### src/rtl/pss_pkg.sv
package pss_pkg;

  // Decoded power state. The encoding is visible on the pwr_state port.
  typedef enum logic [1:0] {
    PSS_S0 = 2'd0,
    PSS_S3 = 2'd1,
    PSS_S5 = 2'd2
  } pss_state_e;

  // Rail sequencing phase.
  typedef enum logic [2:0] {
    PH_OFF     = 3'd0,
    PH_MAIN_SS = 3'd1,
    PH_MAIN_RG = 3'd2,
    PH_CORE_SS = 3'd3,
    PH_RUN     = 3'd4,
    PH_STBY    = 3'd5
  } pss_phase_e;

  localparam int unsigned RAIL_MAIN = 0;
  localparam int unsigned RAIL_CORE = 1;
  localparam int unsigned NUM_SS    = 2;

  // Controls driven to the regulators.
  typedef struct packed {
    logic main_en;
    logic main_ss;
    logic main_stby;
    logic core_en;
    logic core_ss;
    logic term_en;
  } pss_ctl_t;

endpackage

### src/rtl/pss_state_fsm.sv
module pss_state_fsm
  import pss_pkg::*;
(
  input  logic       clk,
  input  logic       rst_n,
  input  logic       ref_good,
  input  logic       sup5_good,
  input  logic       sup12_good,
  input  logic       sleep3_n,
  input  logic       sleep5_n,
  output pss_state_e state_q,
  output logic       boot_mon_en
);

  pss_state_e state_d;
  logic       base_ok;
  logic       hv_ok;

  // The 12 V monitor is armed only once the reference and the 5 V rail are good.
  assign base_ok     = ref_good & sup5_good;
  assign boot_mon_en = base_ok;
  assign hv_ok       = base_ok & sup12_good;

  always_comb begin
    state_d = state_q;
    if (!base_ok) begin
      state_d = PSS_S5;
    end else begin
      unique case (state_q)
        PSS_S5: begin
          if (sleep3_n && sleep5_n && hv_ok) state_d = PSS_S0;
        end
        PSS_S0: begin
          if (!sleep5_n)      state_d = PSS_S5;
          else if (!sleep3_n) state_d = PSS_S3;
        end
        PSS_S3: begin
          if (!sleep5_n)     state_d = PSS_S5;
          else if (sleep3_n) state_d = hv_ok ? PSS_S0 : PSS_S5;
          // sleep3_n low: hold S3 whatever the 12 V supply does
        end
        default: state_d = PSS_S5;
      endcase
    end
  end

  always_ff @(posedge clk or negedge rst_n) begin
    if (!rst_n) state_q <= PSS_S5;
    else        state_q <= state_d;
  end

endmodule

### src/rtl/pss_ss_timer.sv
module pss_ss_timer #(
  parameter int unsigned CYC = 16
) (
  input  logic clk,
  input  logic rst_n,
  input  logic run,
  output logic done
);

  localparam int unsigned CW   = (CYC < 2) ? 1 : $clog2(CYC);
  localparam logic [CW-1:0] LAST = CW'(CYC - 1);

  logic [CW-1:0] cnt_q;
  logic [CW-1:0] cnt_d;
  logic          cnt_en;

  assign done   = run && (cnt_q == LAST);
  assign cnt_en = run || (cnt_q != '0);

  always_comb begin
    if (!run)      cnt_d = '0;
    else if (done) cnt_d = cnt_q;
    else           cnt_d = cnt_q + 1'b1;
  end

  always_ff @(posedge clk or negedge rst_n) begin
    if (!rst_n)      cnt_q <= '0;
    else if (cnt_en) cnt_q <= cnt_d;
  end

endmodule

### src/rtl/pss_rail_seq.sv
module pss_rail_seq
  import pss_pkg::*;
#(
  parameter int unsigned MAIN_SS_CYC = 1000,
  parameter int unsigned CORE_SS_CYC = 500
) (
  input  logic       clk,
  input  logic       rst_n,
  input  pss_state_e state_q,
  input  logic       main_in_reg,
  input  logic       fault,
  output pss_phase_e phase_q
);

  pss_phase_e        phase_d;
  logic [NUM_SS-1:0] ss_run;
  logic [NUM_SS-1:0] ss_done;
  logic              in_s0;

  assign in_s0 = (state_q == PSS_S0) && !fault;

  assign ss_run[RAIL_MAIN] = in_s0 && (phase_q == PH_MAIN_SS);
  assign ss_run[RAIL_CORE] = in_s0 && (phase_q == PH_CORE_SS);

  for (genvar r = 0; r < NUM_SS; r++) begin : g_ss
    localparam int unsigned CYC = (r == RAIL_MAIN) ? MAIN_SS_CYC : CORE_SS_CYC;
    pss_ss_timer #(.CYC(CYC)) u_tmr (
      .clk  (clk),
      .rst_n(rst_n),
      .run  (ss_run[r]),
      .done (ss_done[r])
    );
  end

  always_comb begin
    phase_d = phase_q;
    if (fault) begin
      phase_d = PH_OFF;
    end else begin
      unique case (state_q)
        PSS_S5: phase_d = PH_OFF;
        PSS_S3: phase_d = (phase_q == PH_OFF) ? PH_OFF : PH_STBY;
        PSS_S0: begin
          unique case (phase_q)
            PH_OFF:     phase_d = PH_MAIN_SS;
            PH_STBY:    phase_d = PH_MAIN_RG;
            PH_MAIN_SS: if (ss_done[RAIL_MAIN]) phase_d = PH_MAIN_RG;
            PH_MAIN_RG: if (main_in_reg)        phase_d = PH_CORE_SS;
            PH_CORE_SS: if (ss_done[RAIL_CORE]) phase_d = PH_RUN;
            PH_RUN:     phase_d = PH_RUN;
            default:    phase_d = PH_OFF;
          endcase
        end
        default: phase_d = PH_OFF;
      endcase
    end
  end

  always_ff @(posedge clk or negedge rst_n) begin
    if (!rst_n) phase_q <= PH_OFF;
    else        phase_q <= phase_d;
  end

endmodule

### src/rtl/pss_out_map.sv
module pss_out_map
  import pss_pkg::*;
(
  input  pss_state_e state_q,
  input  pss_phase_e phase_q,
  input  logic       fault,
  output pss_ctl_t   ctl
);

  logic live;
  logic in_s0;
  logic in_s3;
  logic core_up;

  assign live    = !fault;
  assign in_s0   = live && (state_q == PSS_S0);
  assign in_s3   = live && (state_q == PSS_S3);
  assign core_up = (phase_q == PH_CORE_SS) || (phase_q == PH_RUN);

  always_comb begin
    ctl           = '0;
    ctl.main_en   = (in_s0 || in_s3) && (phase_q != PH_OFF);
    ctl.main_ss   = in_s0 && (phase_q == PH_MAIN_SS);
    ctl.main_stby = in_s3 && (phase_q != PH_OFF);
    ctl.core_en   = in_s0 && core_up;
    ctl.core_ss   = in_s0 && (phase_q == PH_CORE_SS);
    ctl.term_en   = in_s0 && core_up;
  end

endmodule

### src/rtl/pwr_state_seq.sv
module pwr_state_seq
  import pss_pkg::*;
#(
  parameter int unsigned MAIN_SS_CYC = 1000,
  parameter int unsigned CORE_SS_CYC = MAIN_SS_CYC / 2
) (
  input  logic       clk,
  input  logic       rst_n,
  input  logic       ref_good,
  input  logic       sup5_good,
  input  logic       sup12_good,
  input  logic       sleep3_n,
  input  logic       sleep5_n,
  input  logic       main_in_reg,
  input  logic       fault,
  output logic [1:0] pwr_state,
  output logic       boot_mon_en,
  output logic       main_en,
  output logic       main_ss,
  output logic       main_stby,
  output logic       main_gate_off,
  output logic       core_en,
  output logic       core_ss,
  output logic       core_gate_off,
  output logic       term_en,
  output logic       term_hiz
);

  pss_state_e state_q;
  pss_phase_e phase_q;
  pss_ctl_t   ctl;

  pss_state_fsm u_fsm (
    .clk        (clk),
    .rst_n      (rst_n),
    .ref_good   (ref_good),
    .sup5_good  (sup5_good),
    .sup12_good (sup12_good),
    .sleep3_n   (sleep3_n),
    .sleep5_n   (sleep5_n),
    .state_q    (state_q),
    .boot_mon_en(boot_mon_en)
  );

  pss_rail_seq #(
    .MAIN_SS_CYC(MAIN_SS_CYC),
    .CORE_SS_CYC(CORE_SS_CYC)
  ) u_seq (
    .clk        (clk),
    .rst_n      (rst_n),
    .state_q    (state_q),
    .main_in_reg(main_in_reg),
    .fault      (fault),
    .phase_q    (phase_q)
  );

  pss_out_map u_map (
    .state_q(state_q),
    .phase_q(phase_q),
    .fault  (fault),
    .ctl    (ctl)
  );

  assign pwr_state     = state_q;
  assign main_en       = ctl.main_en;
  assign main_ss       = ctl.main_ss;
  assign main_stby     = ctl.main_stby;
  assign main_gate_off = !ctl.main_en;
  assign core_en       = ctl.core_en;
  assign core_ss       = ctl.core_ss;
  assign core_gate_off = !ctl.core_en;
  assign term_en       = ctl.term_en;
  assign term_hiz      = !ctl.term_en;

endmodule

### config.mk
export PLATFORM = sky130hd
export DESIGN_NAME = pwr_state_seq
export DESIGN_NICKNAME = d
export VERILOG_FILES = /design/src/rtl/pss_pkg.sv /design/src/rtl/pss_state_fsm.sv /design/src/rtl/pss_ss_timer.sv /design/src/rtl/pss_rail_seq.sv /design/src/rtl/pss_out_map.sv /design/src/rtl/pwr_state_seq.sv
export SDC_FILE = /design/constraint.sdc
export NUM_CORES = 1
export LEC_CHECK = 0
export ABC_AREA = 1
export BUFFER_PORTS_ARGS = -buffer_cell sky130_fd_sc_hd__buf_2
export CAP_MARGIN = 0
export CORE_AREA = 2 2 54 67
export DETAILED_ROUTE_END_ITERATION = 10
export DIE_AREA = 0 0 56 69
export PLACE_DENSITY = 0.72
export SLEW_MARGIN = 40
export SYNTH_ARGS = -nofsm -noshare
export SYNTH_HDL_FRONTEND = slang
export SYNTH_SLANG_ARGS = --single-unit
### constraint.sdc
create_clock -name clk -period 1.3 [get_ports clk]
set_input_delay 0.39 -clock clk [delete_from_list [all_inputs] [get_ports clk]]
set_output_delay 0.39 -clock clk [all_outputs]
set_load 0.05 [all_outputs]
# Yosys cells after proc, flatten, opt, wreduce, memory -nomap -nowiden
# Index checks and enable logic that the tools add are counted.
# totals
ff_bits	24
input_bits	9
output_inout_bits	12
word_cells	71
# classes
n_addsub	2
eq_ne	17
mux	19
n_bitwise	2
n_reduce_logical	27
# op_table
cell	count
$mux W10	2
$ne A4 B4 Y1 const B	5
$mux W9	2
$pmux W3 S6	1
$mux W3	5
$mux W2	7
$logic_and A1 B1 Y1	11
$add A10 B1 Y10 const B	1
$eq A10 B10 Y1 const B	1
$reduce_bool A10 Y1	1
$add A9 B1 Y9 const B	1
$eq A9 B9 Y1 const B	1
$reduce_bool A9 Y1	1
$eq A3 B2 Y1 const B	2
$eq A3 B3 Y1 const B	2
$pmux W2 S3	1
$pmux W3 S2	1
$reduce_and A3 Y1	2
$logic_or A1 B1 Y1	4
$ne A2 B2 Y1 const B	2
$reduce_and A2 Y1	2
$eq A3 B1 Y1 const B	1
$logic_not A1 Y1	3
$logic_not A3 Y1	1
other kinds (6)	7

# Depth between registers and ports, before layout
# depth
depth_word	8
ltp_mapped	9
depth_no_buf	9

# Hierarchy
# Synthesis repeated with hierarchy kept, for this count alone.
# hier_totals
hier_cells	278
hier_area_um2	1773.0
# by_module_without_submodules
module	instances	cells_each	area_each_um2	seq_area_each_um2
pss_ss_timer (u_seq.g_ss[0].u_tmr)	1	89	644.4	250.2
pss_ss_timer (u_seq.g_ss[1].u_tmr)	1	74	536.8	225.2
pss_rail_seq	1	59	305.3	75.1
pss_state_fsm	1	34	193.9	51.3
pss_out_map	1	19	81.3	0.0
pwr_state_seq	1	3	11.3	0.0

# Worst setup path after synthesis
# Ideal clock, no wire load.
# synth_timing
path_kind	register -> output
start	register u_fsm.state_q[0]
end	output port term_en
t_arrival_ns	2.052
required_ns	0.910
path_slack_ns	-1.142
path_stages_with_launch	7
n_path_buf	1
path_cell_list	dfrtp_1 -> inv_1 -> nand2_1 -> nor2_1 -> nand2_1 -> inv_1 -> buf_4
# synth_between
elab_chain_cells	3
# synth_lines
element	line_no	text
start: declaration	pss_state_fsm.sv:11	output pss_state_e state_q,
start signal: assignment	pss_state_fsm.sv:49	else state_q <= state_d;
$logic_not A2 Y1	pss_out_map.sv:16	assign in_s0 = live && (state_q == PSS_S0);
$logic_and A1 B1 Y1	pss_out_map.sv:16	
$logic_and A1 B1 Y1	-	
end: declaration	pwr_state_seq.sv:25	output logic term_en,
# No other way between the ends.

# Worst setup path in the final report
# layout_timing
start	register u_fsm.state_q[1]
end	output port term_en
# layout_between
elab_chain_cells	3
# layout_lines
element	line_no	text
$logic_not A2 Y1	pss_out_map.sv:16	
$logic_and A1 B1 Y1	pss_out_map.sv:16	
$logic_and A1 B1 Y1	pss_out_map.sv:27	ctl.term_en = in_s0 && core_up;
# No other way between the ends.

==> out/metrics.yaml <==
worst_setup_path:
  crit_type: "reg2out"
  setup.reg_to_reg.worst_slack_ns: -0.14
  worst_ep_arrival_time_ns: 1.42
  timing.critical_path.fanout_max: 4
  worst_setup_path_end_kind: "output pin"
  worstReg2RegEnd: "u_seq.phase_q[2]$_DFFE_PN0P_"
  reg2reg_depth: 8
  critical_path.endpoint: "term_en"
  crit_path_start_kind: "flop"
  worstSetupStartpoint: "u_fsm.state_q[1]$_DFFE_PN1P_"
  timing.critical_path.required_ns: 0.91
  timing.rr.start: "u_fsm.state_q[1]$_DFFE_PN1P_"
hold_path:
  hp-class: "in2async"
synthesis:
  synth_top_area_share: 0.364
  main_combinational_cell_family_by_area_after_synthesis: "simple AND/OR/NAND/NOR gates"
  number_of_storage_elements_in_the_synthesis_netlist: 24
  synthMuxAreaShare: 0
  synth-warning-count: 0
  yosysSeqAreaShare: 0.380
  synth_area_leaders: "dfrtp_1 36%, nand2_1 12%, nor2_1 8.3%, inv_1 7.8%, nand3_1 6.3%"
  synthDistinctLibCells: 29
  synth-adder-area-share: 0.0316
  synth_area_leader_cell: "dfrtp_1"
  syn_area_per_cell_sq_um: 7.43
  synthSimpleGateAreaFrac: 0.401
  syn-num-nets: 226
  post_synth_xor_area_fraction: 0.0553
  synthCells: 213
  netlist_area_sq_mm: 0.00158
  synth-compound-area-share: 0.0379
layout:
  n_antenna_cell: 0
  final.fill_count: 248
  finalCoreUtilization: 0.731
  areaGrowthSynthToFinish_pct: 48.9
  final_nets: 279
  layout_cell_share_with_drive_strength_beyond_1: 0.411
clock_tree:
  cts_max_path_buffers: 2
  cts_num_sinks: 24
  cts_root_buf: "clkbuf_8"
  htree_num_levels: 1
  tritoncts: "done"
  cts_hold_buffers: 0
  worst_setup_hold_path_clk_slew_ns: 0.08
  cts_inserted_buffers: 3
  clk-insertion-delay-late_ns: 0.27
sta:
  min_period_ns: 1.81
  timing.final.hold_violations: 0
  setup-violations-final: 32
  fmax_mhz: 553
  layout_worst_path_cycle_share: 1.39
  grt_setup_unrepaired: "true"
  timing.final.max_slew_violations: 0
  slew_headroom: 0.792
  postLayoutSetupSlackWorst_ns: -0.509
  tightest_slew_ns: 0.312
  final.setup_skew_ns: 0.00310
global_routing:
  largest_net_degree_at_the_start_of_global_routing: 25
  globalRouteTotalUtil: 0.202
  gr-total-overflow: 0
  vias_in_the_first_global_route: 1497
  global_route_wire_length_before_repair_um: 6310
  initial_antenna_violation_count: 0
job:
  drv.max_cap_violation_count: 0
floorplanning:
  ios: 21
  die_width_um: 56
  initial_core_util: 0.491
  fp.dieArea_sq_mm: 0.00386
  core.rowCount: 23
  core-area_sq_mm: 0.00322
  die_h_um: 69
outcome:
  violations_in_the_final_reports: "setup timing"
  run_status: "finished with violations"
placed_design:
  globalplace.congestion: 0.831
  dp_slack_ns: -0.297
  io_buffers: 20
  hpwlAfterDp_um: 2490
power:
  total_leakage_power_nw: 1.10
  ir_worst_vdd_mv: 0.874
  pwrdens_mw_per_mm2: 721
routing:
  first_iter_violations: 31
  final_antenna_net_count: 0
  post-route-drc-count: 0
  routed_wirelength_um: 3740
  route.vias.total: 1514
  detail_route.vias_per_cell: 5.01
  drt_first_pass_iters: 6
  avg_wl_per_cell_um: 12.4
[routing by layer]
metal / routed length [um] / GRT usage / part of all wire / vias up
met3: 95 / 0.0319 / 0.025 / 11
li1: - / - / - / 768
met1: 1420 / 0.210 / 0.38 / 710
met5: 0 / 0 / 0 / -
met2: 2100 / 0.386 / 0.56 / 25
met4: 111 / 0.0926 / 0.030 / 0
[stage by stage]
step                power [mW]  setup TNS (ns)  hold slack (ns)  instance area [sq um]  instances
floorplan                 1.02           -4.07           0.0944                   1690        213
global placement          1.14           -4.36            0.389                   1970        290
detailed placement        1.14           -4.86            0.393                   1970        290
CTS                       1.70           -5.46           0.0922                   2250        300
global route              1.79           -7.80            0.110                   2360        302
finish                    1.70           -5.58           0.0858                   2360        302
[report_power, final]
part	internal [mW]	switching, mW
clock	0.271	0.238
sequential	0.772	0.0307
combinational	0.157	0.230
[Yosys cell counts, drive strengths merged]
| library cell | count |
|---|---|
| or2 | 1 |
| buf | 2 |
| a21boi | 1 |
| o211ai | 2 |
| xnor2 | 2 |
| a21oi | 2 |
| xor2 | 8 |
| ha | 4 |
| nand3 | 22 |
| and2 | 1 |
| o21ai | 4 |
| nor2 | 39 |
| nor3b | 1 |
| nand2 | 53 |
| nor3 | 7 |
| dfrtp | 23 |
| dfstp | 1 |
| inv | 35 |
| nand4 | 5 |
[layout by cell type (no fill, tap or decap), types with 3 or more instances in the layout]
master / instances
nand3_2: 8
xor2_1: 7
nand3_4: 3
nand2_4: 3
buf_6: 9
inv_1: 27
buf_4: 23
buf_2: 10
nand4_1: 5
buf_8: 6
nand3_1: 11
dfrtp_1: 21
nand2_2: 5
clkinvlp_4: 3
nand2_1: 42
nor2_4: 4
clkbuf_8: 4
nor2_2: 7
ha_1: 3
nor3_1: 7
nor2_1: 26
nand2_8: 4
[what timing repair did]
| action | in CTS | in global routing |
|---|---|---|
| gates resized for setup | 49 | 25 |
| buffers inserted | 5 | 3 |
| pin swaps | 10 | 3 |
| cloned | 1 | 0 |
| setup endpoints to repair | 27 | 33 |
[area by class of cell]
cell class	count	area [sq um]	area share
Sequential cell	24	608	0.258
Multi-Input combinational cell	153	1040	0.443
Clock buffer	4	55.1	0.0234
Tap cell	37	46.3	0.0196
Inverter	35	170	0.0722
Timing Repair Buffer	49	434	0.184
[state kept, by name (all words and copies together), names as in the netlist]
register                cells
u_seq.phase_q               3
u_seq.g_ss.u_tmr.cnt_q     19
u_fsm.state_q               2
[worst min-delay path by stage]
stage                                                    end  slack (ns)  cells after the start
global route        u_seq.g_ss[0].u_tmr.cnt_q[8]$_DFFE_PN0P_        0.11                      2
finish              u_seq.g_ss[0].u_tmr.cnt_q[9]$_DFFE_PN0P_        0.09                      2
floorplan                       u_fsm.state_q[0]$_DFFE_PN0P_        0.09                      0
CTS                 u_seq.g_ss[0].u_tmr.cnt_q[9]$_DFFE_PN0P_        0.09                      2
detailed placement  u_seq.g_ss[0].u_tmr.cnt_q[9]$_DFFE_PN0P_        0.39                      2
global placement    u_seq.g_ss[0].u_tmr.cnt_q[8]$_DFFE_PN0P_        0.39                      2
[kinds of logic (layout without fill, tap and decap cells)]
logic type                 Yosys count  count (layout)
AOI/OAI and AO/OA                    9               9
DFF                                 24              24
adders and majority gates            4               4
and+or+nand+nor                    129             130
buffers and inverters               37              88
xor gates and xnor gates            10              10
[critical path, cell delays in order (launching register included)]
cell and delay, ns:
dfstp_4 0.67, inv_6 0.05, nand2_4 0.06, nor2_4 0.05, nand2_8 0.06, clkinvlp_4 0.10
buf_6 0.16
Note: power is estimated with default switching activity, not from simulation.
